--- src/rtl/cfg_i2c_pkg.sv ---
package cfg_i2c_pkg;
  localparam logic [3:0] ID_PREFIX = 4'b0101;

  typedef enum logic [3:0] {
    ST_IDLE,
    ST_ID_RX,
    ST_ID_ACK,
    ST_ADDR_RX,
    ST_ADDR_ACK,
    ST_DATA_RX,
    ST_DATA_ACK,
    ST_RD_TX,
    ST_RD_ACK
  } tgt_state_e;
endpackage

--- src/rtl/cfg_i2c_line_filter.sv ---
module cfg_i2c_line_filter #(
  parameter int  FILT_LEN = 4,
  parameter logic RST_VAL = 1'b1
) (
  input  logic clk_i,
  input  logic rst_ni,
  input  logic line_i,
  output logic line_o
);
  localparam int CW = (FILT_LEN > 1) ? $clog2(FILT_LEN) : 1;
  localparam logic [CW-1:0] CNT_MAX = CW'(FILT_LEN - 1);

  logic [1:0]    sync_q;
  logic [CW-1:0] cnt_q;
  logic          out_q;

  always_ff @(posedge clk_i or negedge rst_ni) begin
    if (!rst_ni) begin
      sync_q <= {2{RST_VAL}};
      cnt_q  <= '0;
      out_q  <= RST_VAL;
    end else begin
      sync_q <= {sync_q[0], line_i};
      if (sync_q[1] == out_q) begin
        cnt_q <= '0;
      end else if (cnt_q == CNT_MAX) begin
        cnt_q <= '0;
        out_q <= sync_q[1];
      end else begin
        cnt_q <= cnt_q + 1'b1;
      end
    end
  end

  assign line_o = out_q;

  // filtered level only moves to a value the synchronised line already shows
  AST_FILT_FOLLOW: assert property (@(posedge clk_i) disable iff (!rst_ni)
    (out_q != $past(out_q)) |-> (out_q == $past(sync_q[1])));
endmodule

--- src/rtl/cfg_i2c_reg_bank.sv ---
module cfg_i2c_reg_bank #(
  parameter int NREG = 5,
  parameter int AW   = 3
) (
  input  logic             clk_i,
  input  logic             rst_ni,
  input  logic             wr_en_i,
  input  logic [AW-1:0]    wr_addr_i,
  input  logic [7:0]       wr_data_i,
  input  logic [7:0]       rd_ptr_i,
  output logic [7:0]       rd_data_o,
  output logic [NREG*8-1:0] cfg_o
);
  localparam logic [7:0] NREG_B = 8'(NREG);

  logic [7:0] mem_q [NREG];

  for (genvar i = 0; i < NREG; i++) begin : g_reg
    always_ff @(posedge clk_i or negedge rst_ni) begin
      if (!rst_ni) begin
        mem_q[i] <= '0;
      end else if (wr_en_i && (wr_addr_i == AW'(i))) begin
        mem_q[i] <= wr_data_i;
      end
    end
    assign cfg_o[i*8 +: 8] = mem_q[i];
  end

  always_comb begin
    rd_data_o = '0;
    for (int k = 0; k < NREG; k++) begin
      if ((rd_ptr_i < NREG_B) && (rd_ptr_i[AW-1:0] == AW'(k))) rd_data_o = mem_q[k];
    end
  end

  AST_BANK_HOLD: assert property (@(posedge clk_i) disable iff (!rst_ni)
    !wr_en_i |=> $stable(cfg_o));
endmodule

--- src/rtl/cfg_i2c_fsm.sv ---
module cfg_i2c_fsm
  import cfg_i2c_pkg::*;
#(
  parameter int NREG = 5,
  parameter int AW   = 3
) (
  input  logic          clk_i,
  input  logic          rst_ni,
  input  logic          scl_i,
  input  logic          sda_i,
  input  logic [2:0]    strap_i,
  input  logic [7:0]    rd_data_i,
  output logic [7:0]    rd_ptr_o,
  output logic          sda_pd_o,
  output logic          wr_en_o,
  output logic [AW-1:0] wr_addr_o,
  output logic [7:0]    wr_data_o
);
  localparam logic [7:0] NREG_B = 8'(NREG);

  tgt_state_e state_q;
  logic [2:0] cnt_q;
  logic       full_q;
  logic [7:0] rx_sh_q, tx_sh_q, ptr_q, wr_a_q, wr_d_q;
  logic       rd_mode_q, wr_pend_q, mack_q, pd_q;
  logic       scl_d_q, sda_d_q;
  logic       commit_q;
  logic [AW-1:0] commit_a_q;
  logic [7:0] commit_d_q;

  logic scl_rise, scl_fall, start_c, stop_c;
  assign scl_rise = scl_i & ~scl_d_q;
  assign scl_fall = ~scl_i & scl_d_q;
  assign start_c  = scl_i & scl_d_q & sda_d_q & ~sda_i;
  assign stop_c   = scl_i & scl_d_q & ~sda_d_q & sda_i;

  always_ff @(posedge clk_i or negedge rst_ni) begin
    if (!rst_ni) begin
      state_q    <= ST_IDLE;
      cnt_q      <= '0;
      full_q     <= 1'b0;
      rx_sh_q    <= '0;
      tx_sh_q    <= '0;
      ptr_q      <= '0;
      wr_a_q     <= '0;
      wr_d_q     <= '0;
      rd_mode_q  <= 1'b0;
      wr_pend_q  <= 1'b0;
      mack_q     <= 1'b0;
      pd_q       <= 1'b0;
      scl_d_q    <= 1'b1;
      sda_d_q    <= 1'b1;
      commit_q   <= 1'b0;
      commit_a_q <= '0;
      commit_d_q <= '0;
    end else begin
      scl_d_q  <= scl_i;
      sda_d_q  <= sda_i;
      commit_q <= 1'b0;
      if (stop_c) begin
        state_q   <= ST_IDLE;
        pd_q      <= 1'b0;
        cnt_q     <= '0;
        full_q    <= 1'b0;
        wr_pend_q <= 1'b0;
        if (wr_pend_q && (wr_a_q < NREG_B)) begin
          commit_q   <= 1'b1;
          commit_a_q <= wr_a_q[AW-1:0];
          commit_d_q <= wr_d_q;
        end
      end else if (start_c) begin
        // a repeated start also drops any write not yet closed by a stop
        state_q   <= ST_ID_RX;
        pd_q      <= 1'b0;
        cnt_q     <= '0;
        full_q    <= 1'b0;
        wr_pend_q <= 1'b0;
      end else if (scl_rise) begin
        unique case (state_q)
          ST_ID_RX, ST_ADDR_RX, ST_DATA_RX: begin
            rx_sh_q <= {rx_sh_q[6:0], sda_i};
            cnt_q   <= cnt_q + 1'b1;
            if (cnt_q == 3'd7) full_q <= 1'b1;
          end
          ST_RD_TX: begin
            cnt_q <= cnt_q + 1'b1;
            if (cnt_q == 3'd7) full_q <= 1'b1;
          end
          ST_RD_ACK: mack_q <= ~sda_i;
          default: ;
        endcase
      end else if (scl_fall) begin
        unique case (state_q)
          ST_ID_RX: if (full_q) begin
            full_q <= 1'b0;
            if (rx_sh_q[7:1] == {ID_PREFIX, strap_i}) begin
              rd_mode_q <= rx_sh_q[0];
              pd_q      <= 1'b1;
              state_q   <= ST_ID_ACK;
            end else begin
              state_q <= ST_IDLE;
            end
          end
          ST_ADDR_RX: if (full_q) begin
            full_q  <= 1'b0;
            ptr_q   <= rx_sh_q;
            pd_q    <= 1'b1;
            state_q <= ST_ADDR_ACK;
          end
          ST_DATA_RX: if (full_q) begin
            full_q  <= 1'b0;
            wr_d_q  <= rx_sh_q;
            wr_a_q  <= ptr_q;
            pd_q    <= 1'b1;
            state_q <= ST_DATA_ACK;
          end
          ST_ID_ACK: begin
            if (rd_mode_q) begin
              tx_sh_q <= rd_data_i;
              pd_q    <= ~rd_data_i[7];
              state_q <= ST_RD_TX;
            end else begin
              pd_q    <= 1'b0;
              state_q <= ST_ADDR_RX;
            end
          end
          ST_ADDR_ACK: begin
            pd_q    <= 1'b0;
            state_q <= ST_DATA_RX;
          end
          ST_DATA_ACK: begin
            // byte and its acknowledge clock are complete: eligible for commit
            pd_q      <= 1'b0;
            wr_pend_q <= 1'b1;
            state_q   <= ST_IDLE;
          end
          ST_RD_TX: begin
            if (full_q) begin
              full_q  <= 1'b0;
              pd_q    <= 1'b0;
              ptr_q   <= ptr_q + 1'b1;
              state_q <= ST_RD_ACK;
            end else begin
              tx_sh_q <= {tx_sh_q[6:0], 1'b0};
              pd_q    <= ~tx_sh_q[6];
            end
          end
          ST_RD_ACK: begin
            if (mack_q) begin
              tx_sh_q <= rd_data_i;
              pd_q    <= ~rd_data_i[7];
              state_q <= ST_RD_TX;
            end else begin
              pd_q    <= 1'b0;
              state_q <= ST_IDLE;
            end
          end
          default: ;
        endcase
      end
    end
  end

  assign rd_ptr_o  = ptr_q;
  assign sda_pd_o  = pd_q;
  assign wr_en_o   = commit_q;
  assign wr_addr_o = commit_a_q;
  assign wr_data_o = commit_d_q;

  AST_PD_SCL_LOW: assert property (@(posedge clk_i) disable iff (!rst_ni)
    (pd_q != $past(pd_q)) |-> !scl_i);
  AST_COMMIT_PULSE: assert property (@(posedge clk_i) disable iff (!rst_ni)
    commit_q |=> !commit_q);
  AST_COMMIT_RANGE: assert property (@(posedge clk_i) disable iff (!rst_ni)
    commit_q |-> ($past(wr_a_q) < NREG_B));
  AST_COMMIT_AT_STOP: assert property (@(posedge clk_i) disable iff (!rst_ni)
    $rose(commit_q) |-> $past(stop_c));
  AST_IDLE_RELEASED: assert property (@(posedge clk_i) disable iff (!rst_ni)
    (state_q == ST_IDLE) |-> !pd_q);
endmodule

--- src/rtl/cfg_i2c_target.sv ---
module cfg_i2c_target #(
  parameter int NREG     = 5,
  parameter int FILT_LEN = 4
) (
  input  logic                     clk_i,
  input  logic                     rst_ni,
  input  logic                     scl_i,
  input  logic                     sda_i,
  input  logic [2:0]               strap_i,
  output logic                     sda_pd_o,
  output logic [NREG*8-1:0]        cfg_o,
  output logic                     commit_valid_o,
  output logic [$clog2(NREG)-1:0]  commit_addr_o,
  output logic [7:0]               commit_data_o
);
  localparam int AW = $clog2(NREG);

  logic          scl_f, sda_f;
  logic [7:0]    rd_ptr, rd_data;
  logic          wr_en;
  logic [AW-1:0] wr_addr;
  logic [7:0]    wr_data;

  cfg_i2c_line_filter #(.FILT_LEN(FILT_LEN), .RST_VAL(1'b1)) u_scl_filt (
    .clk_i(clk_i), .rst_ni(rst_ni), .line_i(scl_i), .line_o(scl_f));

  cfg_i2c_line_filter #(.FILT_LEN(FILT_LEN), .RST_VAL(1'b1)) u_sda_filt (
    .clk_i(clk_i), .rst_ni(rst_ni), .line_i(sda_i), .line_o(sda_f));

  cfg_i2c_fsm #(.NREG(NREG), .AW(AW)) u_fsm (
    .clk_i(clk_i), .rst_ni(rst_ni), .scl_i(scl_f), .sda_i(sda_f),
    .strap_i(strap_i), .rd_data_i(rd_data), .rd_ptr_o(rd_ptr),
    .sda_pd_o(sda_pd_o), .wr_en_o(wr_en), .wr_addr_o(wr_addr),
    .wr_data_o(wr_data));

  cfg_i2c_reg_bank #(.NREG(NREG), .AW(AW)) u_bank (
    .clk_i(clk_i), .rst_ni(rst_ni), .wr_en_i(wr_en), .wr_addr_i(wr_addr),
    .wr_data_i(wr_data), .rd_ptr_i(rd_ptr), .rd_data_o(rd_data),
    .cfg_o(cfg_o));

  assign commit_valid_o = wr_en;
  assign commit_addr_o  = wr_addr;
  assign commit_data_o  = wr_data;
endmodule

--- config.mk ---
export PLATFORM = sky130hd
export DESIGN_NAME = cfg_i2c_target
export DESIGN_NICKNAME = d
export VERILOG_FILES = /design/src/rtl/cfg_i2c_pkg.sv /design/src/rtl/cfg_i2c_line_filter.sv /design/src/rtl/cfg_i2c_reg_bank.sv /design/src/rtl/cfg_i2c_fsm.sv /design/src/rtl/cfg_i2c_target.sv
export SDC_FILE = /design/constraint.sdc
export NUM_CORES = 1
export LEC_CHECK = 0
export BUFFER_PORTS_ARGS = -buffer_cell sky130_fd_sc_hd__buf_4
export CORE_MARGIN = 2
export CORE_UTILIZATION = 40
export CTS_BUF_LIST = sky130_fd_sc_hd__clkbuf_4
export CTS_CLUSTER_SIZE = 14
export DETAILED_ROUTE_END_ITERATION = 7
export SLEW_MARGIN = 20
export SYNTH_ARGS = -nofsm -noshare
export SYNTH_HDL_FRONTEND = slang
export SYNTH_SLANG_ARGS = --single-unit
--- constraint.sdc ---
create_clock -name clk_i -period 2.5 [get_ports clk_i]
set_input_delay 0.25 -clock clk_i [delete_from_list [all_inputs] [get_ports clk_i]]
set_output_delay 0.25 -clock clk_i [all_outputs]
set_load 0.005 [all_outputs]
* Word-level counts from Yosys, hierarchy flattened
Cells that the tools add are included.
** Storage, ports and cells
- Input port bits :: 7
- Word-level logic and storage cells :: 186
- Output and inout port bits :: 53
- Register bits :: 115
** Operators by class
- Equal/unequal tests :: 37
- Bitwise gates (word level) :: 18
- Reduce and logical (&&, ||, !) cells :: 40
- Muxes and demuxes :: 57
- Add/subtract/negate cells :: 4
- Order comparisons :: 2
** Operators by type and width (number)
- 2-to-1 mux 8 bit :: 7
- 2-to-1 mux 4 bit :: 8
- case mux 4 bit (8 select lines) :: 1
- 2-to-1 mux 1 bit :: 24
- != test 4 x 1 -> 1 bit (second input constant) :: 6
- 2-to-1 mux 7 bit :: 3
- case mux 7 bit (3 select lines) :: 1
- AND reduction 7 bit :: 3
- 2-to-1 mux 3 bit :: 6
- equality test 4 x 3 -> 1 bit (second input constant) :: 4
- < comparator 8 x 3 -> 1 bit (second input constant) :: 2
- case mux 8 bit (2 select lines) :: 1
- nonzero test 3 bit :: 5
- equality test 3 x 2 -> 1 bit (second input constant) :: 4
- != test 4 bit (second input constant) :: 3
- AND reduction 4 bit :: 3
- AND reduction 6 bit :: 2
- logical AND 1 bit :: 11
- inverter 1 bit :: 11
- 2-to-1 mux 2 bit :: 5
- nonzero test 10 bit :: 1
- equality test 3 bit (second input constant) :: 3
- adder 8 x 1 -> 8 bit (second input constant) :: 1
- equality test 4 x 2 -> 1 bit (second input constant) :: 2
- other kinds (23) :: 41

* Depth between registers and ports, before layout
- Word-level depth :: 14
- Depth in mapped cells :: 9
- Depth with buffers taken out :: 7

* By module
Synthesis repeated with hierarchy kept, for this count alone.
** Unflattened totals
- Cells, all modules :: 459
- Area total of the unflattened synthesis :: 5520.3 um^2
** By module, submodules not included
- cfg_i2c_fsm :: area an instance 3241.9 um^2, seq. area each 1629.1 um^2, times used 1, cells an instance 300
- cfg_i2c_reg_bank :: area an instance 1923.1 um^2, seq. area each 1001.0 um^2, times used 1, cells an instance 139
- cfg_i2c_line_filter :: area an instance 177.7 um^2, seq. area each 128.9 um^2, times used 2, cells an instance 10

* Worst setup path after synthesis
No wires, ideal clock.
- Path type :: reg-to-reg
- From :: register u_fsm.scl_d_q
- To :: register u_fsm.wr_a_q[0]
- Period minus slack after synthesis :: 1979 ps
- Required time :: 2373 ps
- Setup slack :: 521 ps
- Path buffers :: 1
- Cell stages (with the launch flop) :: 8
- Data arrival time :: 1851 ps
- Library setup time :: 127 ps
- Cells stage by stage :: dfstp_2 -> inv_1 -> ha_1 -> and2b_2 -> and3_4 -> nand4b_4 -> buf_6 -> mux2_1
** Between the ends
- Cells in the longest elaborated chain, start to end :: 5
- Elaborated cells between the ends (all ways) :: 12
- Those cells by class :: bitwise: 11; reduce/logical: 1
** RTL lines
- start: declaration :: line cfg_i2c_fsm.sv:26 : logic scl_d_q, sda_d_q;
- start signal: assignment :: line cfg_i2c_fsm.sv:57 : scl_d_q <= scl_i;
- bitwise AND 1 bit :: line cfg_i2c_fsm.sv:34, cfg_i2c_fsm.sv:35
- bitwise AND 1 bit, on equally long branches (2 in a row) :: line cfg_i2c_fsm.sv:34, cfg_i2c_fsm.sv:35
- inverter 1 bit (no source line)
- AND reduction 6 bit (no source line) (*)
- end signal: assignment :: line cfg_i2c_fsm.sv:113 : wr_a_q <= ptr_q;
- end: declaration :: line cfg_i2c_fsm.sv:24 : logic [7:0] rx_sh_q, tx_sh_q, ptr_q, wr_a_q, wr_d_q;
Every way passes the cells marked *; elsewhere a longest branch is shown, timed or not.
A chain may end at the register's enable or synchronous reset.

* Final worst setup path
- From :: register u_fsm.ptr_q[0] (netlist: u_fsm.rd_ptr_o[0])
- To :: register u_fsm.tx_sh_q[2]
** Between the ends
- Cells in the longest elaborated chain, start to end :: 9
- Elaborated cells between the ends (all ways) :: 19
- Those cells by class :: order compare: 1; eq/ne: 4; mux: 8; reduce/logical: 6
** RTL lines
- start: declaration :: line cfg_i2c_fsm.sv:24
- start signal: assignment :: line cfg_i2c_fsm.sv:106 : ptr_q <= rx_sh_q;
- start signal: assignment :: line cfg_i2c_fsm.sv:141 : ptr_q <= ptr_q + 1'b1;
- < comparator 8 x 3 -> 1 bit or logical NOT 3 bit (tied branches) :: line cfg_i2c_reg_bank.sv:32 : if ((rd_ptr_i < NREG_B) && (rd_ptr_i[AW-1:0] == AW'(k))) rd_data_o = mem_q[k];
- logical AND 1 bit :: line cfg_i2c_reg_bank.sv:32
- 2-to-1 mux 8 bit (4 in a row) :: line cfg_i2c_reg_bank.sv:32
- 2-to-1 mux 8 bit (*) :: line cfg_i2c_reg_bank.sv:32
- 2-to-1 mux 7 bit, on equally long branches :: line cfg_i2c_fsm.sv:149, cfg_i2c_fsm.sv:118
- case mux 7 bit (3 select lines) (*) :: line cfg_i2c_fsm.sv:93 : unique case (state_q)
- end signal: assignment :: line cfg_i2c_fsm.sv:119 : tx_sh_q <= rd_data_i;
- end signal: assignment :: line cfg_i2c_fsm.sv:144 : tx_sh_q <= {tx_sh_q[6:0], 1'b0};
- end signal: assignment :: line cfg_i2c_fsm.sv:150 : tx_sh_q <= rd_data_i;
- end: declaration :: line cfg_i2c_fsm.sv:24
Every way passes the cells marked *; elsewhere a longest branch is shown, timed or not. The select of a mux whose other input is x is not followed.

==> flow_summary.json <==
{
  "synth_top_area_share_pct": 48.0,
  "r2r_end": "u_fsm.tx_sh_q[2]$_DFFE_PN0P_",
  "fin_setup_tns_ns": 0,
  "core_area_um2": 13800,
  "root_buffer": "clkbuf_4",
  "drv_cap": 0,
  "grt-ovfl-total": 0,
  "antenna_found_initial": 1,
  "status": "finished, final reports clean",
  "ff2ff_path_depth": 7,
  "synth.distinct_cells": 67,
  "area_growth_pct": 16.8,
  "cts_max_level": 4,
  "worst_r2r_startpoint": "u_fsm.rd_ptr_o[0]$_DFFE_PN0P_",
  "drive_gt1_share_pct": 32.3,
  "cp_data_required_time_ns": 2.96,
  "p_seq_share_pct": 55.1,
  "tightest_slew_ns": 0.939,
  "avgRoutedWirePerCell_um": 17.5,
  "pwr-share-comb_pct": 9.9,
  "viasPerCell": 5.32,
  "maxSlewHeadroom_pct": 37.1,
  "place.gp.congestion": 0.832,
  "synth_nets": 510,
  "drc_errors": 0,
  "synthCells": 490,
  "p_sw_w": 0.000946,
  "r2r_setup_slack_ns": 0.21,
  "cp.arrival_ns": 2.74,
  "via_count": 3999,
  "design_area_um2": 6520,
  "finalHoldViolations": 0,
  "grt_pass1_vias": 3933,
  "clock_skew_ns": 0.0199,
  "grt_first_pass_wirelength_um": 21400,
  "synth_seq_cells": 115,
  "synth-edff-count": 0,
  "cp_slowest_cell": "dfrtp_1",
  "die_y_um": 122,
  "ys_async_sr_fraction_pct": 100,
  "crit_path_end": "u_fsm.tx_sh_q[2]$_DFFE_PN0P_",
  "firstDrtPassIters": 4,
  "p_int_w": 0.00277,
  "sw_frac_of_total_pct": 25.5,
  "postCtsSetupBuffers": 0,
  "p_per_area_nw_per_um2": 570,
  "finalSetupViolations": 0,
  "crit_fanout": 10,
  "rows": 43,
  "io_pins": 60,
  "endpoint_kind": "flip-flop",
  "cts_buffers": 17,
  "fin_crit_sh_pct": 91.5,
  "cts.sinks": 115,
  "initial_core_util_pct": 40.5,
  "grt_use_total_pct": 18.9,
  "timing.fmax_ghz": 0.437,
  "crit_family": "simple AND/OR/NAND/NOR gates",
  "min-delay-path-class": "in2async",
  "port-buffer-count": 59,
  "critPathMaxStageDelay_ns": 0.46,
  "slew_violations": 0,
  "leakage_nw": 3.31,
  "grt_setup_unrepaired": "false",
  "drt_first_iter_violations": 364,
  "p_clk_share_pct": 35.0,
  "grt_max_degree": 49,
  "path_cells": "inv_1 > ha_1 > nand2_1 > nor4_4 > a21oi_1 > a211oi_1 > a21o_1",
  "yosysTopAreaCell": "dfrtp_1",
  "fin_crit_ns": 2.29,
  "vdd_drop_max_v": 0.000268,
  "clkTransAtPathRegs_ns": 0.11,
  "crit_start": "u_fsm.rd_ptr_o[0]$_DFFE_PN0P_",
  "startpoint_type": "flip-flop",
  "hpwl_um": 9540,
  "crit_cells": 7,
  "synth_warnings": 0,
  "path_buf_inv": 1,
  "cts_tree": "yes",
  "synth_flop_cell": "dfrtp_1",
  "die_x_um": 122,
  "synth_area_um2": 5580,
  "placed_area_um2": 6220,
  "nets": 577,
  "antenna_left": 0,
  "die_area_um2": 14900,
  "clock_path_buffers": 2,
  "clk_latency_ns": 0.53,
  "routed_wl_um": 13100,
  "avgSynthCellArea_um2": 11.4,
  "critPathKind": "reg2reg",
  "synth_area_leaders": "dfrtp_1 48%, mux2_2 12%, nand2_1 4.1%, dfstp_2 3.8%, ha_1 2.9%",
  "yosysSeqAreaShare_pct": 51.7
}
## cell type report
class,count,area [µm²]
flip-flops and latches,115,2890
repair buffers,72,561
diodes,1,2.50
multi-input cells,338,2530
well taps,180,225
clock inverters,9,91.3
inverters,13,48.8
clock buffers,23,173
fillers,1292,7250
## how the worst min path moves through the flow
stage                                           to  slack [ns]  depth (start not counted)
global placement       u_bank.cfg_o[4]$_DFFE_PN0P_        0.28                          1
finish                 u_bank.cfg_o[2]$_DFFE_PN0P_        0.27                          2
CTS                    u_bank.cfg_o[1]$_DFFE_PN0P_        0.24                          2
detailed placement     u_bank.cfg_o[4]$_DFFE_PN0P_        0.29                          1
floorplan              u_bank.cfg_o[0]$_DFFE_PN0P_       -0.05                          0
global route        u_fsm.wr_data_o[1]$_DFFE_PN0P_        0.28                          2
## routing by layer
metal	vias up	wire length, µm	GRT usage [%]
met2	81	6310	30.2
met1	1990	6040	24.8
met3	16	560	5.06
met5	-	0	0
met4	0	207	6.75
li1	1912	-	-
## cells in the mapped netlist (all sizes together), types with 6 or more instances
| cell | instances |
|---|---|
| dfrtp | 107 |
| mux2 | 66 |
| nand2 | 61 |
| a21oi | 26 |
| o21ai | 19 |
| nor2 | 18 |
| a21o | 13 |
| clkbuf | 13 |
| ha | 13 |
| inv | 13 |
| buf | 11 |
| nor3 | 11 |
| a211oi | 10 |
| nand3 | 9 |
| dfstp | 8 |
| nor2b | 8 |
| nand3b | 7 |
| nand2b | 6 |
| nor4 | 6 |
| o221ai | 6 |
## cell usage in the layout (no fill, tap or decap), types with 2 or more instances in the layout
master	netlist	routed
xor2_1	5	5
o22ai_1	3	3
buf_4	0	68
dlygate4sd3_1	0	3
ha_1	13	13
nor2_1	18	18
mux2_1	6	6
nor4_1	4	4
nand2b_1	5	5
o211ai_1	5	5
and2_1	3	3
dfstp_2	8	8
inv_1	13	13
a221oi_1	2	2
clkinv_2	0	4
xnor2_1	2	2
clkinv_1	0	3
mux2_2	59	59
a211oi_1	9	9
nor2b_1	8	8
nor4_4	2	2
clkbuf_4	0	23
o31ai_1	2	2
mux2i_1	2	2
o41ai_1	2	2
nand2_1	61	61
a21o_1	13	13
o221ai_1	6	6
nand3_1	8	8
o21ai_0	18	18
nor3_2	2	2
bufinv_16	0	2
a2bb2oi_1	4	4
and3b_1	3	3
nor3_1	9	9
a21oi_1	26	26
dfrtp_1	107	107
nand3b_1	7	7
## flip-flops by register name (all words and copies together) (netlist names), 2 cells and up
name,count
u_fsm.tx_sh_q,7
u_fsm.cnt_q,3
u_fsm.wr_data_o,8
u_scl_filt.cnt_q,2
u_fsm.wr_addr_o,3
u_fsm.wr_a_q,8
u_fsm.rx_sh_q,8
u_fsm.state_q,4
u_sda_filt.sync_q,2
u_scl_filt.sync_q,2
u_fsm.wr_d_q,8
u_sda_filt.cnt_q,2
u_fsm.rd_ptr_o,8
u_bank.cfg_o,40
## through the flow
stage | power, W | setup slack [ns] | hold WS, ns | util (%) | instances
CTS | 0.00376 | 0.189 | 0.243 | 47.3 | 750
global route | 0.00392 | 0.0161 | 0.279 | 47.3 | 751
global placement | 0.00244 | 0.355 | 0.280 | 45.2 | 715
floorplan | 0.00232 | 0.521 | -0.0456 | - | 490
detailed placement | 0.00245 | 0.232 | 0.290 | 45.2 | 715
finish | 0.00371 | 0.213 | 0.271 | 47.3 | 751
## power by group through the flow
stage	Sequential (W)	Clock (W)	Combinational, W
floorplan	0.00204	0	0.000280
global placement	0.00208	0	0.000358
detailed placement	0.00208	0	0.000364
CTS	0.00205	0.00134	0.000370
global route	0.00206	0.00145	0.000409
finish	0.00205	0.00130	0.000367
## what timing repair did
action	in CTS	in global routing
hold buffers	3	0
gates resized for setup	0	0
setup endpoints to repair	0	0
endpoints found under the hold margin	35	0
## cell families (layout without fill, tap and decap cells)
| logic type | count (synthesis) | after routing | synth area share [%] |
|---|---|---|---|
| other | 0 | 1 | 0 |
| AO/OA/AOI/OAI | 100 | 100 | 12.1 |
| buffers and inverters | 37 | 117 | 2.94 |
| XOR/XNOR | 8 | 8 | 1.39 |
| multiplexers | 68 | 68 | 13.7 |
| AND/OR/NAND/NOR | 149 | 149 | 15.1 |
| flip-flops | 115 | 115 | 51.7 |
| adder cells (fa/ha/maj) | 13 | 13 | 2.91 |
Power figures use the tool's default switching activity.
